`config.mk`:
```
export PLATFORM = sky130hd
export DESIGN_NAME = phy_hdr_framer
export DESIGN_NICKNAME = d
export VERILOG_FILES = /design/src/rtl/phy_hdr_pkg.sv /design/src/rtl/hdr_crc16.sv /design/src/rtl/frm_pacer.sv /design/src/rtl/frm_bitsel.sv /design/src/rtl/phy_hdr_framer.sv
export SDC_FILE = /design/constraint.sdc
export NUM_CORES = 1
export LEC_CHECK = 0
export ABC_AREA = 1
export BUFFER_PORTS_ARGS = -buffer_cell sky130_fd_sc_hd__clkbuf_2
export CAP_MARGIN = 10
export CORE_ASPECT_RATIO = 0.5
export CORE_MARGIN = 4
export CORE_UTILIZATION = 50
export DETAILED_ROUTE_END_ITERATION = 6
export HOLD_SLACK_MARGIN = 0.1
export PLACE_DENSITY = 0.72
export SETUP_SLACK_MARGIN = 0.3
export SYNTH_ARGS = -nofsm -noshare
export SYNTH_HDL_FRONTEND = slang
export SYNTH_SLANG_ARGS = --single-unit
```
`constraint.sdc`:
```
create_clock -name clk -period 2.2 [get_ports clk]
set_clock_uncertainty 0.2 [all_clocks]
set_input_delay 0.33 -clock clk [delete_from_list [all_inputs] [get_ports clk]]
set_output_delay 0.33 -clock clk [all_outputs]
set_load 0.02 [all_outputs]
```
`src/rtl/phy_hdr_pkg.sv`:
```
package phy_hdr_pkg;
  typedef enum logic [2:0] {
    PH_IDLE, PH_SYNC, PH_SFD, PH_FLD, PH_CRC, PH_TAIL, PH_DONE
  } phase_e;

  localparam logic [15:0] SFD_WORD  = 16'hF3A0;
  localparam logic [15:0] CRC_POLY  = 16'h1021;
  localparam int          SFD_BITS  = 16;
  localparam int          CRC_BITS  = 16;
  localparam int          SIG_BITS  = 8;
  localparam int          SVC_BITS  = 8;
  localparam int          LEN_BITS  = 16;
  localparam int          FLD_BITS  = SIG_BITS + SVC_BITS + LEN_BITS;
endpackage

```
`src/rtl/hdr_crc16.sv`:
```
module hdr_crc16 #(
  parameter int W = 16,
  parameter logic [W-1:0] POLY = 16'h1021
) (
  input  logic         clk,
  input  logic         rst,
  input  logic         init,
  input  logic         shift,
  input  logic         din,
  output logic [W-1:0] crc_q
);
  logic fb;
  assign fb = din ^ crc_q[W-1];

  always_ff @(posedge clk) begin
    if (rst || init)
      crc_q <= '1;
    else if (shift)
      crc_q <= {crc_q[W-2:0], 1'b0} ^ ({W{fb}} & POLY);
  end
endmodule

```
`src/rtl/frm_pacer.sv`:
```
module frm_pacer #(
  parameter int BIT_CLKS = 4
) (
  input  logic clk,
  input  logic rst,
  input  logic run,
  input  logic rate2,
  output logic slot
);
  localparam int HALF = BIT_CLKS / 2;
  localparam int CW   = (BIT_CLKS > 2) ? $clog2(BIT_CLKS) : 1;

  logic [CW-1:0] cnt_q;

  assign slot = run && (cnt_q == '0);

  always_ff @(posedge clk) begin
    if (rst || !run)
      cnt_q <= '0;
    else if (slot)
      cnt_q <= rate2 ? CW'(HALF - 1) : CW'(BIT_CLKS - 1);
    else
      cnt_q <= cnt_q - 1'b1;
  end
endmodule

```
`src/rtl/frm_bitsel.sv`:
```
module frm_bitsel
  import phy_hdr_pkg::*;
#(
  parameter int IW = 8
) (
  input  phase_e                phase,
  input  logic [IW-1:0]         idx,
  input  logic                  short_m,
  input  logic [FLD_BITS-1:0]   hdr_word,
  input  logic [CRC_BITS-1:0]   crc_q,
  output logic                  bit_o
);
  localparam int FW = $clog2(FLD_BITS);

  logic [SFD_BITS-1:0] sfd_rev;
  logic [CRC_BITS-1:0] crc_tx;

  for (genvar g = 0; g < SFD_BITS; g++) begin : g_sfd
    assign sfd_rev[g] = SFD_WORD[SFD_BITS-1-g];
  end
  for (genvar g = 0; g < CRC_BITS; g++) begin : g_crc
    assign crc_tx[g] = ~crc_q[CRC_BITS-1-g];
  end

  always_comb begin
    case (phase)
      PH_SYNC: bit_o = ~short_m;
      PH_SFD:  bit_o = short_m ? sfd_rev[idx[3:0]] : SFD_WORD[idx[3:0]];
      PH_FLD:  bit_o = hdr_word[idx[FW-1:0]];
      PH_CRC:  bit_o = crc_tx[idx[3:0]];
      default: bit_o = 1'b0;
    endcase
  end
endmodule

```
`src/rtl/phy_hdr_framer.sv`:
```
module phy_hdr_framer
  import phy_hdr_pkg::*;
#(
  parameter int BIT_CLKS = 4,
  parameter int SYNC_W   = 8
) (
  input  logic                clk,
  input  logic                rst,
  input  logic                tx_en,
  input  logic                short_mode,
  input  logic [SYNC_W-1:0]   sync_len,
  input  logic [SIG_BITS-1:0] sig_field,
  input  logic [SVC_BITS-1:0] svc_field,
  input  logic [LEN_BITS-1:0] len_field,
  output logic                bit_out,
  output logic                bit_vld,
  output logic                rate_2m,
  output logic                hdr_done,
  output logic [CRC_BITS-1:0] crc_out
);
  localparam int FW = $clog2(FLD_BITS);
  localparam int IW = (SYNC_W > FW) ? SYNC_W : FW;

  phase_e              ph_q, ph_nx;
  logic [IW-1:0]       idx_q;
  logic                en_q, short_q;
  logic [SYNC_W-1:0]   slen_q;
  logic [FLD_BITS-1:0] hdr_q;
  logic [CRC_BITS-1:0] crc_q;
  logic                start, run, rate2, slot, cur_bit, last;

  assign start = tx_en && !en_q && (ph_q == PH_IDLE);
  assign run   = ph_q inside {PH_SYNC, PH_SFD, PH_FLD, PH_CRC, PH_TAIL};
  assign rate2 = short_q && (ph_q == PH_FLD || ph_q == PH_CRC);

  always_comb begin
    last  = 1'b0;
    ph_nx = ph_q;
    case (ph_q)
      PH_SYNC: begin last = (idx_q == IW'(slen_q - 1'b1));    ph_nx = PH_SFD;  end
      PH_SFD:  begin last = (idx_q == IW'(SFD_BITS - 1));     ph_nx = PH_FLD;  end
      PH_FLD:  begin last = (idx_q == IW'(FLD_BITS - 1));     ph_nx = PH_CRC;  end
      PH_CRC:  begin last = (idx_q == IW'(CRC_BITS - 1));     ph_nx = PH_TAIL; end
      default: begin last = 1'b0;                             ph_nx = ph_q;    end
    endcase
  end

  frm_pacer #(.BIT_CLKS(BIT_CLKS)) i_pacer (
    .clk(clk), .rst(rst), .run(run), .rate2(rate2), .slot(slot)
  );

  frm_bitsel #(.IW(IW)) i_bitsel (
    .phase(ph_q), .idx(idx_q), .short_m(short_q),
    .hdr_word(hdr_q), .crc_q(crc_q), .bit_o(cur_bit)
  );

  hdr_crc16 #(.W(CRC_BITS), .POLY(CRC_POLY)) i_crc (
    .clk(clk), .rst(rst), .init(start),
    .shift(slot && ph_q == PH_FLD), .din(cur_bit), .crc_q(crc_q)
  );

  assign crc_out = ~crc_q;

  always_ff @(posedge clk) begin
    if (rst) begin
      ph_q     <= PH_IDLE;
      idx_q    <= '0;
      en_q     <= 1'b1;
      short_q  <= 1'b0;
      slen_q   <= '0;
      hdr_q    <= '0;
      bit_out  <= 1'b0;
      bit_vld  <= 1'b0;
      rate_2m  <= 1'b0;
      hdr_done <= 1'b0;
    end else begin
      en_q    <= tx_en;
      bit_vld <= 1'b0;
      if (start) begin
        short_q <= short_mode;
        slen_q  <= sync_len;
        hdr_q   <= {len_field, svc_field, sig_field};
        idx_q   <= '0;
        ph_q    <= (sync_len == '0) ? PH_SFD : PH_SYNC;
      end else if (ph_q != PH_IDLE && !tx_en) begin
        ph_q     <= PH_IDLE;
        hdr_done <= 1'b0;
      end else if (slot) begin
        if (ph_q == PH_TAIL) begin
          ph_q     <= PH_DONE;
          hdr_done <= 1'b1;
        end else begin
          bit_out <= cur_bit;
          bit_vld <= 1'b1;
          rate_2m <= rate2;
          if (last) begin
            idx_q <= '0;
            ph_q  <= ph_nx;
          end else begin
            idx_q <= idx_q + 1'b1;
          end
        end
      end
    end
  end
endmodule

```
======== Word level (Yosys, flattened, before mapping) ========
Memories as Yosys holds them, arrays and structs flattened. A register that Yosys moved wholly into a read port is not among the register bits.
Index checks and enable logic that the tools add are counted.
cells by class
  bitwise logic cells ..................... 24
  add/sub/neg operators ................... 3
  reduce and logical (&&, ||, !) cells .... 29
  div/mod/pow operators ................... 0
  magnitude comparators ................... 2
  multiply operators ...................... 0
  shift operators ......................... 0
  mux-type cells .......................... 27
  equality and inequality tests ........... 8
operators by type and width
  cell                                                                           count
  1-bit NOT                                                                      21
  4-bit two-way mux                                                              4
  16-bit NOT                                                                     1
  16-bit by 13-bit XOR with 16-bit output                                        1
  3-bit two-way mux                                                              5
  3-bit one-hot mux with 4 select lines                                          1
  1-bit two-way mux                                                              9
  3-bit AND reduction                                                            3
  8-bit by 1-bit adder with 8-bit output (second input constant)                 1
  8-bit by 4-bit == test with 1-bit output (second input constant)               1
  8-bit by 5-bit == test with 1-bit output (second input constant)               1
  8-bit == test                                                                  1
  8-bit zero test                                                                1
  8-bit two-way mux                                                              1
  8-bit by 1-bit subtractor with 8-bit output (second input constant)            1
  7-bit nonzero test                                                             1
  3-bit by 2-bit == test with 1-bit output (second input constant)               2
  3-bit == test (second input constant)                                          2
  1-bit logical AND                                                              6
  5-bit by 6-bit less-than comparator with 1-bit output (second input constant)  1
  2-bit two-way mux                                                              3
  3-bit nonzero test                                                             2
  1-bit binary-select mux with 5-bit select                                      1
  4-bit by 5-bit less-than comparator with 1-bit output (second input constant)  1
  other kinds (16)                                                               22
word-level totals
  register bits after elaboration ......... 75
  memories ................................ 2
  bits of input ports ..................... 44
  word-level logic and storage cells ...... 107
  bits in latches ......................... 0
  ROM bits ................................ 32
  bits in writable memories ............... 0
memory list
  memory            depth  width  read ports  clocked after Yosys merged registers in  wr ports  RTL line          text
  (name not given)  16     1      1           1                                        0         frm_bitsel.sv:28  PH_SFD: bit_o = short_m ? sfd_rev[idx[3:0]] : SFD_WORD[idx[3:0]];
  (name not given)  16     1      1           1                                        0         frm_bitsel.sv:28

======== Logic depth before layout (Yosys ltp) ========
  depth after elaboration ................. 8
  gate-level depth with buffers ........... 16
  mapped depth without buffers ............ 16

======== By module ========
Synthesis repeated with hierarchy kept, for this count alone.
unflattened totals
  cell total of the unflattened synthesis .. 609
  area, all modules ....................... 4073.9 sq um
by module, submodules not included
  module          cells an instance  sequential area each (sq um)  instances  area an instance (sq um)
  phy_hdr_framer  385                1141.1                        1          2661.3
  hdr_crc16       80                 320.3                         1          720.7
  frm_bitsel      129                0.0                           1          586.8
  frm_pacer       15                 40.0                          1          105.1

======== Worst setup path after synthesis ========
No wires, ideal clock.
  path kind ............................... reg-to-reg
  start point ............................. register ph_q[1]
  end point ............................... register (tool-made name)
  data required time ...................... 1.888 ns
  stages on the path, launching flop included .. 9
  path buffers ............................ 0
  arrival time ............................ 1.654 ns
  slack ................................... 0.234 ns
  path through ............................ dfxtp_1 -> nor2_2 -> a21oi_1 -> nor2_2 -> nand4_1 -> xor2_1 -> nand4_1 -> nand2_1 -> nand2_1
RTL lines
  what                    RTL line              text
  from (decl)             phy_hdr_framer.sv:24  phase_e ph_q, ph_nx;
  from (signal assigned)  phy_hdr_framer.sv:84  ph_q <= (sync_len == '0) ? PH_SFD : PH_SYNC;
  from (signal assigned)  phy_hdr_framer.sv:98  ph_q <= ph_nx;

======== Final worst setup path ========
  start point ............................. register idx_q[0]
  end point ............................... register bit_out
on the way
  longest elaborated chain between the ends .. 3
  elaborated cells between the ends (all ways) .. 5
RTL lines
  what                                                                                                    RTL line                            text
  from (decl)                                                                                             phy_hdr_framer.sv:25                logic [IW-1:0] idx_q;
  from (signal assigned)                                                                                  phy_hdr_framer.sv:100               idx_q <= idx_q + 1'b1;
  1-bit binary-select mux with 5-bit select or 1-bit binary-select mux with 4-bit select (tied branches)  frm_bitsel.sv:29, frm_bitsel.sv:30
  1-bit two-way mux, on equally long branches                                                             frm_bitsel.sv:29, frm_bitsel.sv:30
  1-bit one-hot mux with 4 select lines (*)                                                               frm_bitsel.sv:26                    case (phase)
  to (signal assigned)                                                                                    phy_hdr_framer.sv:93                bit_out <= cur_bit;
  to (decl)                                                                                               phy_hdr_framer.sv:15                output logic bit_out,
Every way passes the cells marked *; elsewhere a longest branch is shown, timed or not. The select of a mux whose other input is x is not followed.
A chain may end at the register's enable or synchronous reset.

==> reports/results.tsv <==
metric	value	unit
path_class	reg -> reg	
finalHoldViolCount	0	
crit_top_cell	o211ai_1	
vias	4323	
utilization	74.87	%
worstPathMaxFanout	6	
place_area	4454	sq um
numPortBuffers	63	
setup_slack	0.03528	ns
dr_wl_met3	857	microns
placedCellCount	743	
leakagePower	2.655	nW
grt-ovfl-total	0	
dieArea	9357	sq um
end_kind	flop	
multi_input_area	2193	sq um
hold_path.class	in -> reg	
ys_seq_elements	77	
hpwlAfterDp	7559	microns
rows	22	
fp.dieH	70.43	microns
avgSynthCellArea	6.790	sq um
gp_congestion	0.8983	
tightest_slew	0.3929	ns
synthArstFlopShare	0	%
cp.required	2.23	ns
drv_cap	0	
power_density	644.0	nW/um^2
critical-path-slowest-cell	dfxtp_4	
worst_setup_path_start_kind	flop	
path_clk_slew	0.06	ns
cpPeakStageDelay	0.38	ns
status	completed	
seq_area_frac_synth	39.55	%
routed_wl	11850	microns
synth_edf_count	0	
cts.sinks	77	
drtIter0Drc	434	
ys.warnings.count	0	
area_delta_synth_final	43.31	%
place_worst_setup_slack	0.003996	ns
grt_max_degree	55	
syn_inst	574	
drcViolationCount	0	
io_pins	64	
core_area	7460	sq um
crit_arrival	2.20	ns
crit_buf_inv	3	
initial_utilization	52.25	%
grt_pass1_vias	3952	
track_usage	24.68	%
dieWidth	132.9	microns
period_minus_slack	2.165	ns
clock_latency	0.34	ns
fill_cells	545	
max-vdd-ir-drop	0.4531	mV
drtAntennaViolNets	0	
finalInstanceArea	5585	sq um
seq_area	1560	sq um
drive_above_1_share	26.84	%
syn-cell-area	3897	sq um
wl_met2	5239	microns
cts_tree	yes	
h-tree-depth	3	
routedWlPerCell	14.52	microns
antennaDiodeCount	0	
top_layer	met4	
finalNetCount	751	
synth_nets	621	
grt_first_pass_wirelength	18820	microns
cp_top_family	simple AND/OR/NAND/NOR gates	
drt-met1-wl	5579	microns
final.setup.tns	0	ns
setup_viol	0	
slew_headroom	73.69	%
path_cells	buf_8, o211ai_1, o211ai_1, nand3b_1, nor2_1, nor2_2, nand2_2, buf_6, o21bai_1, inv_1	
antenna_found_initial	0	
post-route-period-util	98.40	%
numCtsBuffers	9	
fmax	0.4620	GHz
clockBufferDepth	2	
ys.flop_type	dfxtp_1	
firstDrtPassIters	6	
root_buffer	clkbuf_16	
grt_setup_unrepaired	yes	
viasPerCell	5.298	
stdcell_count	816	
maxSlewViolCount	0	
ys_types	36	
==> area by class of cell <==
type	instances	share of cell area [%]
multi-input combinational	408	39.27
sequential	77	27.93
timing repair buffer	144	19.67
clock buffer	11	4.525
inverter	64	4.480
tap	108	2.419
clock inverter	4	1.703
==> routing by layer <==
layer	vias up	track usage (%)
met3	26	5.324
li1	2148	-
met2	165	37.81
met5	-	0
met4	0	7.488
met1	1984	34.81
==> per-stage QoR <==
step                      hold slack (ns)  total power (W)
after global routing               0.1328         0.003703
after global placement             0.2205         0.001811
after floorplan                    0.1917         0.001701
final                              0.1104         0.003597
after CTS                          0.1002         0.003599
after detailed placement           0.2219         0.001816
==> registers in the layout (all words and copies together), names as in the netlist, 2 cells and up, named ones only <==
register and flops:
i_pacer.cnt_q 2, hdr_q 32, idx_q 8, slen_q 8
i_crc.crc_q 16, ph_q 3
==> cell usage in the layout (no fill, tap or decap), types with 3 or more instances in the layout <==
cell type and count:
o211ai_1 7, nor3_1 3, o21ai_0 74, clkbuf_16 9
nand2_2 10, a21oi_1 39, inv_2 6, nand3_2 10
nor2_4 9, buf_4 31, dlygate4sd3_1 38, nor2_2 8
dfxtp_1 72, nand2_1 64, nand2_4 4, bufinv_16 3
dfxtp_4 5, o21ai_1 9, a21oi_2 5, buf_6 6
nor2_1 102, nand3_1 28, inv_1 54, clkbuf_2 63
nand4_1 8, xor2_1 3
==> power breakdown <==
group | leakage, nW | total, W | internal, W | switching (W)
Combinational | 1.85 | 0.000414 | 0.000195 | 0.000219
Clock | 0.172 | 0.00172 | 0.00116 | 0.000557
Sequential | 0.630 | 0.00147 | 0.00143 | 0.0000304
Total | 2.65 | 0.00360 | 0.00279 | 0.000806
==> path summary, 6_finish.rpt <==
path | depth (start not counted) | start | to | slack (ns)
hold / removal | 3 | sync_len[0] | slen_q[0] | 0.11
setup reg to reg | 10 | idx_q[0] | bit_out | 0.04
setup / recovery | 10 | idx_q[0] | bit_out | 0.04
hold reg to reg | 1 | i_pacer.cnt_q[0] | i_pacer.cnt_q[0] | 0.23
==> cell usage after synthesis (all sizes together) (3+ instances only) <==
cell      n  area (sq um)
nand4     8         50.05
inv      63         239.0
a21oi    44         220.2
nor2    118         488.0
clkbuf   19         71.32
nor3      4         31.28
xor2      4         35.03
nand2    79         329.1
o211ai    7         52.55
nand3    40         220.2
o21ai    84         420.4
ha        3         37.54
dfxtp    77          1541
buf       7         40.03
==> worst register-to-register path, delay by kind of cell (launching register included) <==
kind                   cells  cell delay (ns)
AO/OA/AOI/OAI              3             0.53
flip-flops                 1             0.38
buffers and inverters      3             0.31
AND/OR/NAND/NOR            4             0.63
==> logic make-up after synthesis <==
kind of cell	after synthesis	synth area share [%]
flip-flops	77	39.55
buffers and inverters	90	9.085
adder cells (fa/ha/maj)	3	0.9632
AO/OA/AOI/OAI	143	19.29
multiplexers	1	0.2568
XOR/XNOR	5	1.124
AND/OR/NAND/NOR	255	29.73
==> timing repair <==
item / 4_1_cts / 5_1_grt
buffers inserted: 12 / 5
resized for setup: 36 / 36
gates cloned: 2 / 1
setup endpoints to repair: 18 / 49
hold buffers: 38 / 0
pin swaps: 14 / 21
hold endpoints to repair: 42 / 0
(Power assumes the default switching activity.)
